**config.mk**
```make
export PLATFORM = sky130hd
export DESIGN_NAME = lockdet_top
export DESIGN_NICKNAME = d
export VERILOG_FILES = /design/src/rtl/lockdet_pkg.sv /design/src/rtl/lockdet_rise.sv /design/src/rtl/lockdet_cmp_fsm.sv /design/src/rtl/lockdet_run.sv /design/src/rtl/lockdet_top.sv
export SDC_FILE = /design/constraint.sdc
export NUM_CORES = 1
export LEC_CHECK = 0
export ABC_AREA = 1
export BUFFER_PORTS_ARGS = -buffer_cell sky130_fd_sc_hd__clkbuf_2
export CAP_MARGIN = 20
export CORE_ASPECT_RATIO = 0.9
export CORE_MARGIN = 5
export CORE_UTILIZATION = 58
export DETAILED_ROUTE_END_ITERATION = 6
export PLACE_DENSITY = 0.77
export SETUP_SLACK_MARGIN = 0.15
export SLEW_MARGIN = 20
export SYNTH_ARGS = -nofsm -noshare
export SYNTH_HDL_FRONTEND = slang
export SYNTH_SLANG_ARGS = --single-unit
```
**constraint.sdc**
```tcl
create_clock -name clk -period 1.7 [get_ports clk]
set_clock_uncertainty 0.05 [all_clocks]
set_input_delay 0.085 -clock clk [delete_from_list [all_inputs] [get_ports clk]]
set_output_delay 0.085 -clock clk [all_outputs]
set_load 0.05 [all_outputs]
```
**src/rtl/lockdet_pkg.sv**
```systemverilog
package lockdet_pkg;
    typedef enum logic [1:0] {
        ST_IDLE     = 2'd0,
        ST_WAIT_FB  = 2'd1,
        ST_WAIT_REF = 2'd2
    } cmp_state_e;

    localparam logic [1:0] MODE_OFF = 2'b10;
endpackage

```
**src/rtl/lockdet_rise.sv**
```systemverilog
module lockdet_rise (
    input  logic clk,
    input  logic rst_n,
    input  logic sig,
    output logic rise
);
    logic prev_q;

    always_ff @(posedge clk or negedge rst_n) begin
        if (!rst_n) prev_q <= 1'b0;
        else        prev_q <= sig;
    end

    assign rise = sig && !prev_q;
endmodule

```
**src/rtl/lockdet_cmp_fsm.sv**
```systemverilog
module lockdet_cmp_fsm
    import lockdet_pkg::*;
#(
    parameter int WINDOW_CYC = 16,
    parameter int PERIOD_CYC = 125
) (
    input  logic clk,
    input  logic rst_n,
    input  logic enable,
    input  logic ref_rise,
    input  logic fb_rise,
    output logic cmp_pass,
    output logic cmp_fail
);
    localparam int CW = $clog2(PERIOD_CYC + 1);
    localparam logic [CW-1:0] WIN_LIM = CW'(WINDOW_CYC);
    localparam logic [CW-1:0] PER_LIM = CW'(PERIOD_CYC);

    cmp_state_e    state_q, state_d;
    logic [CW-1:0] cnt_q, cnt_d;
    logic          pass_d, fail_d;
    logic          lead, part;

    always_comb begin
        lead = (state_q == ST_WAIT_FB) ? ref_rise : fb_rise;
        part = (state_q == ST_WAIT_FB) ? fb_rise  : ref_rise;
    end

    always_comb begin
        state_d = state_q;
        cnt_d   = cnt_q;
        pass_d  = 1'b0;
        fail_d  = 1'b0;
        if (!enable) begin
            state_d = ST_IDLE;
            cnt_d   = '0;
        end else begin
            unique case (state_q)
                ST_IDLE: begin
                    if (ref_rise && fb_rise) begin
                        pass_d = 1'b1;
                    end else if (ref_rise) begin
                        state_d = ST_WAIT_FB;
                        cnt_d   = CW'(1);
                    end else if (fb_rise) begin
                        state_d = ST_WAIT_REF;
                        cnt_d   = CW'(1);
                    end
                end
                ST_WAIT_FB, ST_WAIT_REF: begin
                    if (part) begin
                        if (cnt_q < WIN_LIM) pass_d = 1'b1;
                        else                 fail_d = 1'b1;
                        if (lead) begin
                            cnt_d = CW'(1);
                        end else begin
                            state_d = ST_IDLE;
                            cnt_d   = '0;
                        end
                    end else if (lead) begin
                        fail_d = 1'b1;
                        cnt_d  = CW'(1);
                    end else if (cnt_q == PER_LIM) begin
                        fail_d  = 1'b1;
                        state_d = ST_IDLE;
                        cnt_d   = '0;
                    end else begin
                        cnt_d = cnt_q + CW'(1);
                    end
                end
                default: begin
                    state_d = ST_IDLE;
                    cnt_d   = '0;
                end
            endcase
        end
    end

    always_ff @(posedge clk or negedge rst_n) begin
        if (!rst_n) begin
            state_q <= ST_IDLE;
            cnt_q   <= '0;
        end else begin
            state_q <= state_d;
            cnt_q   <= cnt_d;
        end
    end

    always_ff @(posedge clk or negedge rst_n) begin
        if (!rst_n) begin
            cmp_pass <= 1'b0;
            cmp_fail <= 1'b0;
        end else begin
            cmp_pass <= pass_d;
            cmp_fail <= fail_d;
        end
    end

    p_excl_r2: assert property (@(posedge clk) disable iff (!rst_n)
        !(cmp_pass && cmp_fail));

    p_late_fails_r2: assert property (@(posedge clk) disable iff (!rst_n)
        (enable && state_q == ST_WAIT_FB && fb_rise && cnt_q >= WIN_LIM)
        |=> (cmp_fail && !cmp_pass));

    p_timeout_r6: assert property (@(posedge clk) disable iff (!rst_n)
        (enable && state_q != ST_IDLE && cnt_q == PER_LIM && !ref_rise && !fb_rise)
        |=> cmp_fail);

    p_repeat_r7: assert property (@(posedge clk) disable iff (!rst_n)
        (enable && state_q == ST_WAIT_FB && ref_rise && !fb_rise) |=> cmp_fail);

    p_off_quiet_r8: assert property (@(posedge clk) disable iff (!rst_n)
        !enable |=> (state_q == ST_IDLE && !cmp_pass && !cmp_fail));
endmodule

```
**src/rtl/lockdet_run.sv**
```systemverilog
module lockdet_run #(
    parameter int PASS_RUN = 7
) (
    input  logic clk,
    input  logic rst_n,
    input  logic enable,
    input  logic cmp_pass,
    input  logic cmp_fail,
    output logic lock
);
    localparam int RW = $clog2(PASS_RUN + 1);
    localparam logic [RW-1:0] RUN_MAX = RW'(PASS_RUN);

    logic [RW-1:0] run_q;

    always_ff @(posedge clk or negedge rst_n) begin
        if (!rst_n)                run_q <= '0;
        else if (!enable)          run_q <= '0;
        else if (cmp_fail)         run_q <= '0;
        else if (cmp_pass && run_q != RUN_MAX) run_q <= run_q + RW'(1);
    end

    assign lock = enable && (run_q == RUN_MAX);

    p_fail_clears_r5: assert property (@(posedge clk) disable iff (!rst_n)
        cmp_fail |=> (run_q == '0));

    p_grow_needs_pass_r4: assert property (@(posedge clk) disable iff (!rst_n)
        (run_q > $past(run_q)) |-> $past(cmp_pass));

    p_no_overflow_r10: assert property (@(posedge clk) disable iff (!rst_n)
        run_q <= RUN_MAX);

    p_off_clears_r8: assert property (@(posedge clk) disable iff (!rst_n)
        !enable |=> (run_q == '0));
endmodule

```
**src/rtl/lockdet_top.sv**
```systemverilog
module lockdet_top
    import lockdet_pkg::*;
#(
    parameter int WINDOW_CYC = 16,
    parameter int PERIOD_CYC = 125,
    parameter int PASS_RUN   = 7
) (
    input  logic       clk,
    input  logic       rst_n,
    input  logic       ref_div,
    input  logic       fb_div,
    input  logic [1:0] mode,
    output logic       lock
);
    logic enable;
    logic ref_rise, fb_rise;
    logic cmp_pass, cmp_fail;

    assign enable = (mode != MODE_OFF);

    lockdet_rise u_ref_rise (.clk(clk), .rst_n(rst_n), .sig(ref_div), .rise(ref_rise));
    lockdet_rise u_fb_rise  (.clk(clk), .rst_n(rst_n), .sig(fb_div),  .rise(fb_rise));

    lockdet_cmp_fsm #(.WINDOW_CYC(WINDOW_CYC), .PERIOD_CYC(PERIOD_CYC)) u_fsm (
        .clk(clk), .rst_n(rst_n), .enable(enable),
        .ref_rise(ref_rise), .fb_rise(fb_rise),
        .cmp_pass(cmp_pass), .cmp_fail(cmp_fail)
    );

    lockdet_run #(.PASS_RUN(PASS_RUN)) u_run (
        .clk(clk), .rst_n(rst_n), .enable(enable),
        .cmp_pass(cmp_pass), .cmp_fail(cmp_fail), .lock(lock)
    );

    p_off_low_r8: assert property (@(posedge clk) disable iff (!rst_n)
        (mode == MODE_OFF) |=> ($past(mode) != MODE_OFF || !lock));
endmodule

```
==> results.tsv, run 1 <==
stage	metric	value	unit
synthesis	yosys.area.top_type	dfrtp_1	
worst_setup_path	cp-start-kind	register	
place	portBuffers	6	
synthesis	synth_edf_count	0	
timing	setup_violations	0	
cts	clk_pin_slew	0.09	ns
power	power.total	1476	uW
timing	finalMaxSlewViolations	0	
layout	nets	175	
timing	relSlewSlack	73.94	%
detailed_routing	ant_nets	0	
timing	rsz0062_at_grt	yes	
cts	cts_made_buffers	3	
detailed_routing	drt_iter0_markers	18	
detailed_routing	avgRoutedWirePerCell	10.73	um
worst_setup_path	crit_type	reg -> out	
floorplanning	die_w	54.15	um
place	place_ws	0.1442	ns
synthesis	synthTopCellsByArea	dfrtp_1, nand2_1, inv_1	
power	p_switching	605.5	uW
timing	setup_slack	0.2172	ns
power	power_density	1202	nW/um^2
power	p_sw_share	41.01	%
power	p_comb_share	50.7	%
layout	postLayoutCellArea	1229	um^2
synthesis	postSynthCellCount	141	
worst_hold_path	hold_path_class	in -> reg	
detailed_routing	wirelength	1975	um
synthesis	syn_area	1017	um^2
grt	antenna_found_initial	0	
synthesis	async_flop_share	100.0	%
detailed_routing	via_count	927	
timing	hold_violations	0	
layout	layout-drive-gt1-share	20.00	%
power	power_frac_clock	13.3	%
power	irDropWorstVdd	841.3	uV
floorplanning	dieArea	2693	um^2
floorplanning	ios	7	
grt	grt_max_degree	17	
layout	syn_to_final_growth	20.79	%
synthesis	seq_area_frac_synth	39.36	%
job	maxCapViolCount	0	
layout	num_antenna_cells	0	
timing	max_freq	674.4	MHz
synthesis	synth_top_area_share	39.36	%
floorplanning	die_h	49.73	um
floorplanning	fp.coreArea	1664	um^2
power	leakage	0.0006606	uW
place	dp.cells	171	
worst_setup_path	path_max_fanout	4	
worst_setup_path	critPathRequiredTime	1.56	ns
floorplanning	start_util	61.13	%
floorplanning	rows	14	
cts	clkLatencyLatePin	0.28	ns
timing	tightest_slew	0.3910	ns
detailed_routing	drc	0	
cts	htree_num_levels	1	
power	seqPwrFrac	36.0	%
synthesis	synth_commonest_cells	nand2_1, inv_1, nor2_1, dfrtp_1, nand3_1	
run_status	outcome	finished, final reports clean	
timing	fin_crit_sh	87.22	%
timing	tns	0	ns
cts	cts_sinks	16	
grt	grt_usage	16.44	%
synthesis	ys_types	20	
synthesis	yosysMostFrequentCell	nand2_1	
synthesis	ys_warn_count	0	
synthesis	synth-seq-cells	16	
synthesis	syn_avg_cell_area	7.214	um^2
layout	layoutNonFillerInstCount	184	
grt	grt_pass1_vias	820	
power	intPower	870.9	uW
detailed_routing	drt_first_pass_iters	4	
worst_setup_path	rrSetupSlack	0.23	ns
detailed_routing	viasPerCell	5.038	
cts	root_buffer	clkbuf_4	
cts	cts_tree	yes	
worst_setup_path	endpoint_kind	primary output	
cts	clockBufferDepth	2	
synthesis	synthFlopType	dfrtp_1	
grt	overflow	0	
timing	layout_min_cycle_time	1.483	ns
grt	grt_pass1_wl	3332	um
place	hpwl	1415	um
place	place_congestion	0.8897	
place	placed_cell_area	1074	um^2
synthesis	syn-num-nets	154	
worst_setup_path	worstPathArrival	1.35	ns
-- timing repair --
| action | 4_1_cts | 5_1_grt |
|---|---|---|
| setup endpoints to repair | 7 | 10 |
| endpoints found under the hold margin | 18 | 0 |
| setup buffers | 1 | 6 |
| gates resized for setup | 3 | 9 |
| pin swaps | 0 | 2 |
| hold buffers | 3 | 0 |
-- worst paths after layout --
kind | startpoint | to | cells past startpoint
max | u_run.run_q[0] | lock | 5
min | mode[1] | u_fsm.state_q[0] | 4
max reg2reg | u_fsm.state_q[1] | u_fsm.cnt_q[4] | 8
min reg2reg | u_fsm.cmp_fail | u_run.run_q[0] | 3
max in group asynchronous | rst_n | u_fsm.state_q[1] | 2
min in group asynchronous | rst_n | u_run.run_q[2] | 2
-- per-layer routing --
layer  routed length, um  vias to the layer above  track usage, %
met5                   0                        -               0
met4                  27                        0           4.564
met3                  79                        4           4.518
met2                 946                       23           24.50
met1                 922                      420           23.05
li1                    -                      480               -
-- logic make-up (layout without fill, tap and decap cells) --
family,after synthesis,count (layout),synth area share [%]
buffers and inverters,27,46,10.70
flip-flops,16,16,39.36
adder cells (fa/ha/maj),7,7,8.610
AO/OA/AOI/OAI,13,13,6.642
AND/OR/NAND/NOR,78,78,34.69
-- sequential cells by signal, indices dropped and copies added, names as in the netlist --
register           count
u_fsm.cnt_q            7
u_fsm.cmp_pass         1
u_fsm.state_q          2
u_fsm.cmp_fail         1
u_run.run_q            3
u_fb_rise.prev_q       1
u_ref_rise.prev_q      1
-- worst max-delay path, stage by stage, from the launching register on --
cell	delay [ns]
dfrtp_1	0.40
ha_2	0.19
ha_1	0.18
inv_2	0.07
nor2_1	0.05
clkbuf_8	0.18
-- cell usage in the layout, fill, tap and decap left out, types with 3 or more instances in the layout --
cell | netlist | final
dfrtp_1 | 16 | 16
ha_1 | 7 | 6
nor2_4 | 2 | 3
o21ai_0 | 3 | 3
nand3_1 | 12 | 10
clkbuf_2 | 0 | 5
clkbuf_4 | 0 | 3
nor2_2 | 2 | 4
inv_1 | 25 | 24
buf_4 | 0 | 8
dlygate4sd3_1 | 0 | 3
a21oi_1 | 7 | 7
nand2_1 | 35 | 35
nor2_1 | 20 | 17
-- power groups by stage --
stage,Sequential (uW),Clock [uW],Combinational (uW)
6_report,532,196,749
2_1_floorplan,527,0,458
5_1_grt,546,225,849
4_1_cts,530,197,594
3_5_place_dp,543,0,562
3_3_place_gp,538,0,547
-- cell type report --
| cell class | count | area, um^2 |
|---|---|---|
| repair buffers | 17 | 128.9 |
| inverters | 26 | 97.59 |
| well taps | 24 | 30.03 |
| multi-input cells | 98 | 549.3 |
| fillers | 118 | 435.4 |
| clock buffers | 3 | 22.52 |
| flip-flops and latches | 16 | 400.4 |
-- through the flow --
| stage | util (%) | hold WS [ns] |
|---|---|---|
| 3_5_place_dp | 64.51 | -0.02068 |
| 6_report | 73.83 | 0.1407 |
| 2_1_floorplan | - | -0.2606 |
| 3_3_place_gp | 64.51 | -0.02571 |
| 4_1_cts | 68.80 | 0.1403 |
| 5_1_grt | 73.83 | 0.1389 |
No activity file was read; power rests on OpenSTA's default activity.
==> run 2: changes to the inputs <==
Settings changed: CORE_MARGIN 5 to unset, PLACE_DENSITY 0.77 to 0.84, RECOVER_POWER set to 50.
==> run 2 against run 1 <==
  * Cell count shrank 3.3%
  * First-iteration DRC count decreased by 39%
  * Flip-flop and latch count is the same
  * Largest cell class unchanged
==> results.tsv, run 2 (synthesized netlist as in run 1, its figures left out) <==
stage	metric	value	unit
run_status	outcome	finished, final reports clean	
timing	relSlewSlack	42.25	%
worst_setup_path	endpoint_kind	primary output	
detailed_routing	wirelength	2094	um
detailed_routing	ant_nets	0	
worst_setup_path	critPathRequiredTime	1.56	ns
power	p_switching	600.9	uW
worst_setup_path	crit_type	reg -> out	
timing	layout_min_cycle_time	1.486	ns
timing	tns	0	ns
detailed_routing	drt_iter0_markers	11	
timing	max_freq	672.9	MHz
place	place_ws	0.05969	ns
place	portBuffers	6	
layout	largest_reg_flops	7	
grt	overflow	0	
power	irDropWorstVdd	951.7	uV
grt	grt_pass1_vias	820	
floorplanning	die_w	46.15	um
power	power_density	1234	nW/um^2
power	leakage	0.0006329	uW
detailed_routing	drt_first_pass_iters	4	
floorplanning	start_util	65.83	%
power	intPower	890.8	uW
floorplanning	ios	7	
grt	grt_usage	23.98	%
power	p_comb_share	47.4	%
layout	final_common_cell	nand2_1	
layout	nets	170	
grt	grt_max_degree	17	
power	seqPwrFrac	35.5	%
timing	finalMaxSlewViolations	0	
place	hpwl	1464	um
layout	final_cell_mix	nand2_1, inv_1, nor2_1, dfrtp_1, nand3_1	
timing	rsz0062_at_grt	no	
layout	layout-drive-gt1-share	18.59	%
place	place_congestion	0.8626	
worst_setup_path	path_max_fanout	4	
cts	clk_pin_slew	0.09	ns
worst_setup_path	cp-start-kind	register	
cts	cts_made_buffers	3	
detailed_routing	avgRoutedWirePerCell	11.76	um
cts	htree_num_levels	1	
power	power_frac_clock	17.1	%
detailed_routing	viasPerCell	5.090	
timing	setup_violations	0	
layout	syn_to_final_growth	18.82	%
power	p_sw_share	40.28	%
floorplanning	fp.coreArea	1545	um^2
floorplanning	dieArea	1926	um^2
timing	fin_crit_sh	87.42	%
worst_hold_path	hold_path_class	in -> reg	
grt	antenna_found_initial	0	
detailed_routing	via_count	906	
detailed_routing	drc	0	
timing	setup_slack	0.2139	ns
grt	grt_pass1_wl	3291	um
layout	largest-register	u_fsm.cnt_q	
floorplanning	rows	13	
floorplanning	die_h	41.73	um
job	maxCapViolCount	0	
layout	top_regs	u_fsm.cnt_q: 7 flops, u_run.run_q: 3 flops, u_fsm.state_q: 2 flops	
worst_setup_path	worstPathArrival	1.35	ns
cts	clkLatencyLatePin	0.30	ns
cts	clockBufferDepth	2	
layout	num_antenna_cells	0	
timing	tightest_slew	0.8663	ns
cts	cts_sinks	16	
cts	cts_tree	yes	
timing	hold_violations	0	
cts	root_buffer	clkbuf_4	
==> run 2: cell count changes in the layout (fill, tap and decap cells not counted), moves of 2 or more <==
cell / change
buf_4: -5
clkbuf_1: +3
clkbuf_2: -3
ha_1: -3
ha_2: +2
==> run 2: path summary, 6_finish.rpt <==
path                       slack [ns]              from                to  depth (start not counted)
setup / recovery                 0.21    u_run.run_q[0]              lock                          5
setup reg to reg                 0.23  u_fsm.state_q[1]    u_fsm.cnt_q[4]                          8
hold reg to reg                  0.48    u_fsm.cmp_fail    u_run.run_q[0]                          3
max in group asynchronous        0.71             rst_n    u_fsm.cnt_q[2]                          2
hold / removal                   0.16           mode[0]  u_fsm.state_q[0]                          3
min in group asynchronous        0.36             rst_n    u_fsm.cnt_q[4]                          2
==> run 2: layer usage <==
layer / GRT usage [%] / share of wire (%) / vias to the layer above
li1: - / - / 467
met1: 30.66 / 44 / 415
met2: 37.75 / 51 / 20
met3: 7.826 / 4.3 / 4
met4: 7.059 / 0.96 / 0
met5: 0 / 0 / -
==> run 2: through the flow <==
step	cells	hold WS [ns]	instance area, um^2	power [uW]	util (%)
5_1_grt	178	0.1695	1209	1620	78.22
3_5_place_dp	168	-0.01728	1064	1098	68.83
4_1_cts	177	0.1288	1156	1401	74.82
2_1_floorplan	141	-0.2606	1017	985.3	-
6_report	178	0.1593	1209	1492	78.22
3_3_place_gp	168	-0.02250	1064	1063	68.83
==> run 2: critical path: stages (launching register included) <==
cell and delay (ns):
dfrtp_1 0.40, ha_2 0.19, ha_2 0.17, inv_2 0.09, nor2_4 0.05, buf_8 0.15
==> run 2: power by group through the flow <==
stage | Sequential (uW) | Clock (uW) | Combinational (uW)
after floorplan | 527 | 0 | 458
after global placement | 536 | 0 | 528
after detailed placement | 544 | 0 | 554
after CTS | 527 | 268 | 606
after global routing | 540 | 281 | 799
final | 530 | 256 | 706
==> run 2: final cells by class <==
type | instances | area [um^2]
multi-input cells | 98 | 558.0
flip-flops and latches | 16 | 400.4
fillers | 101 | 336.6
inverters | 26 | 97.59
repair buffers | 12 | 88.84
clock buffers | 4 | 36.28
well taps | 22 | 27.53
==> run 2: repair_timing <==
| item | CTS | global route |
|---|---|---|
| hold endpoints to repair | 18 | 0 |
| gates resized for setup | 4 | 12 |
| buffers inserted | 2 | 1 |
| hold buffers | 3 | 0 |
| pin swaps | 1 | 0 |
| endpoints found under the setup margin | 7 | 10 |
